===== config.mk =====
export PLATFORM = sky130hd
export DESIGN_NAME = ext_bus_strobe_gen
export DESIGN_NICKNAME = d
export VERILOG_FILES = /design/src/rtl/strobe_gen_pkg.sv /design/src/rtl/bus_phase_ctr.sv /design/src/rtl/bus_cycle_ctx.sv /design/src/rtl/strobe_decode.sv /design/src/rtl/ext_bus_strobe_gen.sv
export SDC_FILE = /design/constraint.sdc
export NUM_CORES = 1
export LEC_CHECK = 0
export BUFFER_PORTS_ARGS = -buffer_cell sky130_fd_sc_hd__buf_4
export CORE_AREA = 8 8 45 47
export DETAILED_ROUTE_END_ITERATION = 8
export DIE_AREA = 0 0 53 55
export GPL_ROUTABILITY_DRIVEN = 0
export PLACE_DENSITY_LB_ADDON = 0.25
export SYNTH_ARGS = -nofsm -noshare
export SYNTH_HDL_FRONTEND = slang
export SYNTH_SLANG_ARGS = --single-unit

===== constraint.sdc =====
create_clock -name clk_i -period 1.6 [get_ports clk_i]
set_clock_uncertainty 0.2 [all_clocks]
set_input_delay 0.24 -clock clk_i [delete_from_list [all_inputs] [get_ports clk_i]]
set_output_delay 0.24 -clock clk_i [all_outputs]
set_load 0.05 [all_outputs]

===== src/rtl/strobe_gen_pkg.sv =====
package strobe_gen_pkg;

    // Default timing: two oscillator periods per state, six states per cycle
    localparam int unsigned DEF_OSC_PER_STATE = 2;
    localparam int unsigned DEF_STATES        = 6;
    localparam int unsigned DEF_ALE_HI        = 2;
    localparam int unsigned DEF_PSEN_LO       = 3;

    // Per-cycle context captured at the machine-cycle boundary
    typedef struct packed {
        logic ext_code;
        logic xdata;
        logic table_rd;
        logic ale_off;
    } cyc_ctx_t;

    // Decoded strobe levels for one phase
    typedef struct packed {
        logic ale;
        logic psen_n;
    } strobe_t;

    localparam strobe_t STROBE_IDLE = '{ale: 1'b0, psen_n: 1'b1};

    function automatic logic ale_enabled(cyc_ctx_t c);
        return c.ext_code | ~c.ale_off | c.xdata | c.table_rd;
    endfunction

endpackage


===== src/rtl/bus_phase_ctr.sv =====
module bus_phase_ctr #(
    parameter int unsigned PHASES = 12,
    parameter int unsigned PH_W   = 4
) (
    input  logic            clk_i,
    input  logic            rst_i,
    output logic [PH_W-1:0] ph_o,
    output logic            wrap_o
);
    localparam logic [PH_W-1:0] LAST = PH_W'(PHASES - 1);

    assign wrap_o = (ph_o == LAST);

    always_ff @(posedge clk_i) begin
        if (rst_i)       ph_o <= '0;
        else if (wrap_o) ph_o <= '0;
        else             ph_o <= ph_o + 1'b1;
    end
endmodule


===== src/rtl/bus_cycle_ctx.sv =====
module bus_cycle_ctx
    import strobe_gen_pkg::*;
(
    input  logic     clk_i,
    input  logic     rst_i,
    input  logic     wrap_i,
    input  cyc_ctx_t ctx_i,
    output cyc_ctx_t ctx_o
);
    // Reload on every reset edge and at each cycle boundary
    always_ff @(posedge clk_i) begin
        if (rst_i || wrap_i) ctx_o <= ctx_i;
    end
endmodule


===== src/rtl/strobe_decode.sv =====
module strobe_decode
    import strobe_gen_pkg::*;
#(
    parameter int unsigned OSC_PER_STATE = DEF_OSC_PER_STATE,
    parameter int unsigned STATES        = DEF_STATES,
    parameter int unsigned ALE_HI        = DEF_ALE_HI,
    parameter int unsigned PSEN_LO       = DEF_PSEN_LO,
    parameter int unsigned PH_W          = 4
) (
    input  logic [PH_W-1:0] ph_i,
    input  cyc_ctx_t        ctx_i,
    output strobe_t         strb_o,
    output logic            ale_en_o
);
    localparam int unsigned HALF = OSC_PER_STATE * STATES / 2;
    localparam logic [PH_W-1:0] HALF_PH  = PH_W'(HALF);
    localparam logic [PH_W-1:0] ALE_END  = PH_W'(ALE_HI);
    localparam logic [PH_W-1:0] PSEN_BEG = PH_W'(HALF - PSEN_LO);

    logic            second;
    logic [PH_W-1:0] pos;
    logic            ale_slot;
    logic            psen_slot;
    logic            ale_drop;

    always_comb begin
        second    = (ph_i >= HALF_PH);
        pos       = second ? (ph_i - HALF_PH) : ph_i;
        ale_slot  = (pos < ALE_END);
        psen_slot = (pos >= PSEN_BEG);
        ale_en_o  = ale_enabled(ctx_i);
        // A data access takes the bus in the second half: its latch pulse goes
        ale_drop  = ctx_i.xdata & second;
        strb_o.ale    = ale_en_o ? (ale_slot & ~ale_drop) : 1'b1;
        strb_o.psen_n = ~(ctx_i.ext_code & ~ctx_i.xdata & psen_slot);
    end
endmodule


===== src/rtl/ext_bus_strobe_gen.sv =====
module ext_bus_strobe_gen
    import strobe_gen_pkg::*;
#(
    parameter int unsigned OSC_PER_STATE = DEF_OSC_PER_STATE,
    parameter int unsigned STATES        = DEF_STATES,
    parameter int unsigned ALE_HI        = DEF_ALE_HI,
    parameter int unsigned PSEN_LO       = DEF_PSEN_LO
) (
    input  logic clk_i,
    input  logic rst_i,
    input  logic ext_code_i,
    input  logic xdata_cyc_i,
    input  logic table_rd_i,
    input  logic ale_off_i,
    output logic ale_o,
    output logic psen_n_o
);
    localparam int unsigned PHASES = OSC_PER_STATE * STATES;
    localparam int unsigned PH_W   = $clog2(PHASES);

    logic [PH_W-1:0] ph_w;
    logic            wrap_w;
    cyc_ctx_t        ctx_in_w;
    cyc_ctx_t        ctx_q;
    strobe_t         strb_w;
    logic            ale_en_w;
    logic            ext_q_w;

    assign ctx_in_w = '{ext_code: ext_code_i, xdata: xdata_cyc_i,
                        table_rd: table_rd_i, ale_off: ale_off_i};
    assign ext_q_w  = ctx_q.ext_code;

    bus_phase_ctr #(.PHASES(PHASES), .PH_W(PH_W)) phase_i (
        .clk_i (clk_i),
        .rst_i (rst_i),
        .ph_o  (ph_w),
        .wrap_o(wrap_w)
    );

    bus_cycle_ctx ctx_i (
        .clk_i (clk_i),
        .rst_i (rst_i),
        .wrap_i(wrap_w),
        .ctx_i (ctx_in_w),
        .ctx_o (ctx_q)
    );

    strobe_decode #(
        .OSC_PER_STATE(OSC_PER_STATE), .STATES(STATES),
        .ALE_HI(ALE_HI), .PSEN_LO(PSEN_LO), .PH_W(PH_W)
    ) dec_i (
        .ph_i    (ph_w),
        .ctx_i   (ctx_q),
        .strb_o  (strb_w),
        .ale_en_o(ale_en_w)
    );

    // Registered pins: one clock behind the phase decode
    always_ff @(posedge clk_i) begin
        if (rst_i) begin
            ale_o    <= STROBE_IDLE.ale;
            psen_n_o <= STROBE_IDLE.psen_n;
        end else begin
            ale_o    <= strb_w.ale;
            psen_n_o <= strb_w.psen_n;
        end
    end
endmodule


==> flow_summary.json, run 1 <==
{
  "vias_per_cell": 4.48,
  "synth_fa_ha_area_share_pct": 6.37,
  "crit_path_end_kind": "flop",
  "start_util_pct": 28.4,
  "critical_path.cell_chain": "ha_1 -> nand2_1 -> o21bai_2",
  "core_area_sq_um": 1380,
  "fillers": 135,
  "io_pins": 8,
  "grt_max_degree": 9,
  "clockBufferDepth": 2,
  "vdd_ir_drop_max_mv": 0.618,
  "avgRoutedWirePerCell_um": 12.0,
  "ys_seq_elements": 10,
  "drc": 0,
  "cts_root_buf": "clkbuf_4",
  "ant_nets": 0,
  "finalCriticalPeriod_ns": 1.44,
  "first_iter_violations": 6,
  "grt_pass1_vias": 341,
  "worstSetupStartpointType": "flop",
  "wl_um": 801,
  "hold_viol": 0,
  "area_growth_pct": 42.7,
  "grt_pass1_wl_um": 1460,
  "worstPathArrival_ns": 1.18,
  "port_buffers": 7,
  "post_cts_buffers": 0,
  "synthFlopType": "dfxtp_1",
  "fin_crit_sh_pct": 90.1,
  "p_leak_nw": 0.226,
  "ys_types": 15,
  "synthesis.area_sq_um": 393,
  "critical_path.n_buffers_inverters": 0,
  "syn_inst": 33,
  "numCtsBuffers": 3,
  "required_ns": 1.33,
  "synth.area.mux_share_pct": 0,
  "critical_path.slowest_cell": "dfxtp_1",
  "die_y_um": 55,
  "powerDensity_nw_per_um2": 982,
  "tns_ns": 0,
  "dieArea_sq_um": 2920,
  "slew-limit-headroom_pct": 75.8,
  "synthTopCellsByArea": "dfxtp_1 31%, edfxtp_1 31%, ha_1 6.4%, nor2_1 4.8%, xnor2_1 4.5%",
  "synth-simple-area-share_pct": 14.6,
  "power_w": 0.000550,
  "worst_slew_pin_slew_ns": 0.363,
  "antenna_found_initial": 0,
  "cts_resized": 0,
  "first_pass_iters": 2,
  "dp_hpwl_um": 542,
  "criticalPathCategory": "flop to flop",
  "cts_max_level": 1,
  "synth_edf_count": 4,
  "avgSynthCellArea_sq_um": 11.9,
  "slew_violations": 0,
  "via_count": 300,
  "regArea_sq_um": 240,
  "final_nets": 60,
  "hold_buffers": 5,
  "std_cell_rows": 14,
  "yosysSeqAreaShare_pct": 61.1,
  "yosysTopAreaCell": "dfxtp_1",
  "grt_overflow": 0,
  "cts.reportedPaths.clkPinSlew_ns": 0.07,
  "async_reset_ff_share_pct": 0,
  "setup_violations": 0,
  "die_x_um": 53,
  "crit_family": "flip-flops",
  "yosys.area.top_type_share_pct": 30.6,
  "multi_input_area_sq_um": 149,
  "synth_xor_area_share_pct": 4.46,
  "synth_top_family_by_area": "simple AND/OR/NAND/NOR gates",
  "antenna_cells": 0,
  "cts_tree": "done",
  "crit_fanout": 8,
  "hp-class": "flop to flop",
  "clock_sinks": 10,
  "cp_slowest_stage_delay_ns": 0.34,
  "drive_gt1_share_pct": 29.4,
  "clock_latency_ns": 0.26,
  "syn_nets": 41,
  "synth_most_common_cell": "dfxtp_1",
  "timing.fmax_mhz": 694,
  "yosys_warnings": 0,
  "cap_violations": 0,
  "rsz0062_at_grt": "false",
  "grtUsageTotal_pct": 7.19,
  "synth_compound_area_share_pct": 11.5,
  "synth_commonest_cells": "6 x dfxtp_1, 5 x nor2_1, 4 x edfxtp_1",
  "status": "finished clean"
}
-- layout make-up --
class	count	area share, %
Timing Repair Buffer	14	21.0
Tap cell	16	3.57
Clock inverter	1	0.670
Sequential cell	10	42.9
Multi-Input combinational cell	21	26.6
Clock buffer	3	4.02
Inverter	2	1.34
-- final timing paths --
kind,start,endpoint,slack (ns),depth (start not counted)
worst min-delay path,ctx_i.ctx_o[3],psen_n_o,0.30,1
worst min register to register,ctx_i.ctx_o[3],psen_n_o,0.30,1
worst max register to register,phase_i.ph_o[0],ctx_i.ctx_o[2],0.16,3
worst max-delay path,phase_i.ph_o[0],ctx_i.ctx_o[2],0.16,3
-- state kept, by name (all words and copies together), names as in the netlist --
| signal | count |
|---|---|
| psen_n_o | 1 |
| ale_o | 1 |
| phase_i.ph_o | 4 |
| ctx_i.ctx_o | 4 |
-- kinds of logic (layout without fill, tap and decap cells) --
kind of cell,count (synthesis),after routing
flip-flops,10,10
AO/OA/AOI/OAI,6,6
buffers and inverters,2,20
AND/OR/NAND/NOR,11,11
adder cells (fa/ha/maj),2,2
XOR/XNOR,2,2
-- layer usage --
| metal | part of all wire, % | vias up | wire (um) | global-route usage [%] |
|---|---|---|---|---|
| met3 | 7.1 | 0 | 57 | 4.55 |
| li1 | - | 152 | - | - |
| met4 | 0 | 0 | 0 | 3.88 |
| met1 | 44 | 142 | 354 | 6.30 |
| met5 | 0 | - | 0 | 0 |
| met2 | 48 | 6 | 388 | 12.5 |
-- cell usage in the layout (no fill, tap or decap) --
| cell | Yosys | final |
|---|---|---|
| nor4b_2 | 1 | 1 |
| a211oi_2 | 1 | 1 |
| o21ai_0 | 1 | 1 |
| clkbuf_4 | 0 | 3 |
| inv_1 | 2 | 2 |
| nor2_1 | 5 | 5 |
| dfxtp_1 | 6 | 6 |
| edfxtp_1 | 4 | 4 |
| dlygate4sd3_1 | 0 | 5 |
| xnor2_1 | 2 | 2 |
| nand2b_1 | 1 | 1 |
| o21bai_2 | 0 | 1 |
| o21bai_1 | 2 | 1 |
| buf_4 | 0 | 9 |
| nand3_1 | 2 | 2 |
| ha_1 | 2 | 2 |
| clkinv_1 | 0 | 1 |
| a21oi_1 | 1 | 1 |
| o211ai_1 | 1 | 1 |
| nand2_1 | 2 | 2 |
-- worst register-to-register path, stage by stage, from the launching register on --
cell and delay [ns]:
dfxtp_1 0.34, ha_1 0.19, nand2_1 0.07, o21bai_2 0.31
-- metrics by stage --
stage	instances	util, %	hold WS [ns]	worst slack, ns	area [sq um]
finish	67	40.5	0.305	0.158	561
global route	67	40.5	0.359	0.0432	561
CTS	67	40.5	0.306	0.134	561
detailed placement	58	35.0	0.220	0.142	484
global placement	58	35.0	0.218	0.208	484
floorplan	33	-	0.105	0.153	397
-- report_power, final --
part | leakage (nW) | switching, W | internal, W
clock | 0.0154 | 0.0000929 | 0.0000901
combinational | 0.122 | 0.0000367 | 0.0000390
sequential | 0.0885 | 0.0000103 | 0.000281
Note: power is estimated with default switching activity, not from simulation.
==> inputs of run 2 (changes only) <==
--- a/config.mk
+++ b/config.mk
@@ -13,4 +13,5 @@
 export PLACE_DENSITY_LB_ADDON = 0.25
 export SYNTH_ARGS = -nofsm -noshare
 export SYNTH_HDL_FRONTEND = slang
+export SYNTH_HIERARCHICAL = 1
 export SYNTH_SLANG_ARGS = --single-unit
==> run 2 against run 1 <==
Compared with the run above: clock power fell by 2%; cell area grew 5.8%; global-route usage down 0.98 points; sequential power about the same; via count is 6.7% higher; combinational power fell by 2%; worst hold slack improved by 0.052 ns; synthesized cell count up 3.0%; sequential cell count did not move; routed wire length down 5.0%; non-clock buffer count is 1 lower; largest cell class unchanged.
==> flow_summary.json, run 2 <==
{
  "grt_pass1_vias": 326,
  "io_pins": 8,
  "dieArea_sq_um": 2920,
  "clock_latency_ns": 0.27,
  "grtUsageTotal_pct": 6.21,
  "first_pass_iters": 2,
  "first_iter_violations": 1,
  "drc": 0,
  "finalCriticalPeriod_ns": 1.51,
  "swShare_pct": 24.3,
  "cts_max_level": 1,
  "fin_crit_sh_pct": 94.5,
  "antenna_found_initial": 0,
  "yosys_warnings": 6,
  "synth_edf_count": 4,
  "combinationalPowerShare_pct": 13.6,
  "port_buffers": 7,
  "crit_path_end_kind": "flop",
  "yosysSeqAreaShare_pct": 55.5,
  "clockBufferDepth": 2,
  "vdd_ir_drop_max_mv": 0.457,
  "setup_violations": 0,
  "post_cts_buffers": 0,
  "finalCoreUtilization_pct": 42.9,
  "power.switching_w": 0.000133,
  "intPower_w": 0.000414,
  "antenna_cells": 0,
  "fillers": 138,
  "core_area_sq_um": 1380,
  "area_growth_pct": 37.0,
  "yosys.area.top_type_share_pct": 27.7,
  "ys_seq_elements": 10,
  "async_reset_ff_share_pct": 0,
  "hp-class": "flop to flop",
  "worst_slew_pin_slew_ns": 0.265,
  "drive_gt1_share_pct": 35.3,
  "syn_nets": 41,
  "synthFlopType": "dfxtp_1",
  "via_count": 320,
  "slew-limit-headroom_pct": 82.1,
  "crit_fanout": 7,
  "cts_root_buf": "clkbuf_4",
  "rrSetupSlack_ns": 0.09,
  "grt_overflow": 0,
  "synth_commonest_cells": "6 x dfxtp_1, 4 x edfxtp_1, 2 x or2_1",
  "powerDensity_nw_per_um2": 923,
  "start_util_pct": 31.3,
  "cts_tree": "done",
  "rsz0062_at_grt": "false",
  "avgSynthCellArea_sq_um": 12.7,
  "synth_most_common_cell": "dfxtp_1",
  "cap_violations": 0,
  "die_y_um": 55,
  "reg_top3": "ctx_i/ctx_o (4), phase_i/ph_o (4)",
  "required_ns": 1.43,
  "seqPwrFrac_pct": 53.7,
  "cp_slowest_stage_delay_ns": 0.35,
  "synthTopCellsByArea": "dfxtp_1 28%, edfxtp_1 28%, o32ai_2 3.8%, ha_1 2.9%, nor3b_2 2.9%",
  "numCtsBuffers": 3,
  "worstPathArrival_ns": 1.34,
  "die_x_um": 53,
  "cts.reportedPaths.clkPinSlew_ns": 0.07,
  "final_common_cell": "buf_4",
  "p_leak_nw": 0.235,
  "grt_max_degree": 11,
  "grt_pass1_wl_um": 1260,
  "clock_sinks": 10,
  "ant_nets": 0,
  "slew_violations": 0,
  "avgRoutedWirePerCell_um": 11.4,
  "dp_hpwl_um": 554,
  "criticalPathCategory": "flop to flop",
  "wl_um": 761,
  "timing.fmax_mhz": 661,
  "vias_per_cell": 4.78,
  "status": "finished clean",
  "critical_path.cell_chain": "ha_1 -> and3b_2 -> or2_4",
  "yosysTopAreaCell": "dfxtp_1",
  "critical_path.slowest_cell": "dfxtp_2",
  "pwr-share-clk_pct": 32.7,
  "tns_ns": 0,
  "syn_inst": 34,
  "final_nets": 59,
  "worstSetupStartpointType": "flop",
  "std_cell_rows": 14,
  "synthesis.area_sq_um": 433,
  "layout_common_cells": "8 x buf_4, 5 x dfxtp_1, 5 x dlygate4sd3_1, 4 x edfxtp_1, 3 x clkbuf_4",
  "hold_viol": 0,
  "ys_types": 25
}
==> run 2: cell types whose count changed in the layout (fill, tap and decap cells not counted), sizes merged, moves of 2 or more <==
cell,change
and2b,+2
nand2,-2
nor2,-4
o21bai,-2
or2,+2
or2b,+2
xnor2,-2
==> run 2: final cells by class <==
class	instances	area [sq um]	share of cell area [%]
flip-flops and latches	10	241	40.7
multi-input cells	23	191	32.3
repair buffers	13	110	18.6
clock buffers	3	22.5	3.80
well taps	16	20.0	3.38
clock inverters	1	3.75	0.633
inverters	1	3.75	0.633
==> run 2: worst max-delay path: cells and delay by family (launching register included) <==
family / cells / cell delay, ns
and+or+nand+nor: 2 / 0.50
DFF: 1 / 0.35
adders and majority gates: 1 / 0.22
==> run 2: final timing paths <==
check	depth (start not counted)	start	endpoint
setup / recovery	3	phase_i/ph_o[1]	ctx_i/ctx_o[3]
hold / removal	2	phase_i/ph_o[0]	phase_i/ph_o[0]
setup reg to reg	3	phase_i/ph_o[1]	ctx_i/ctx_o[3]
hold reg to reg	2	phase_i/ph_o[0]	phase_i/ph_o[0]
==> run 2: cells by family (layout without fill, tap and decap cells) <==
kind of cell               after synthesis  after routing  synth area share [%]
adders and majority gates                1              1                  2.89
DFF                                     10             10                  55.5
muxes                                    1              1                  2.31
and+or+nand+nor                         16             16                  28.3
AOI/OAI and AO/OA                        5              5                  10.1
buffers and inverters                    1             18                 0.866
==> run 2: timing repair <==
action | in CTS | in global routing
resized for setup | 0 | 2
hold buffers | 5 | 0
endpoints found under the hold margin | 6 | 0
endpoints found under the setup margin | 0 | 4
==> run 2: through the flow <==
step           total power (W)  hold slack [ns]  instances  area, sq um  worst slack, ns
2_1_floorplan         0.000335            0.109         34          433            0.116
3_3_place_gp          0.000360            0.218         58          513           0.0709
3_5_place_dp          0.000363            0.219         58          513           0.0341
4_1_cts               0.000553            0.363         67          589          0.00872
5_1_grt               0.000570            0.401         67          593           0.0432
6_report              0.000547            0.357         67          593           0.0881
==> run 2: per-layer routing <==
layer  vias up  part of all wire, %  track usage (%)
met5         -                    0                0
met4         0                  2.8             5.17
met3         3                  7.2             3.74
met2        11                   49             9.96
met1       145                   40             5.56
li1        161                    -                -
==> run 2: power by group through the flow <==
stage,sequential [W],clock (W),combinational (W)
floorplan,0.000309,0,0.0000257
global route,0.000296,0.000194,0.0000801
detailed placement,0.000299,0,0.0000638
CTS,0.000293,0.000186,0.0000737
global placement,0.000298,0,0.0000621
finish,0.000294,0.000179,0.0000743
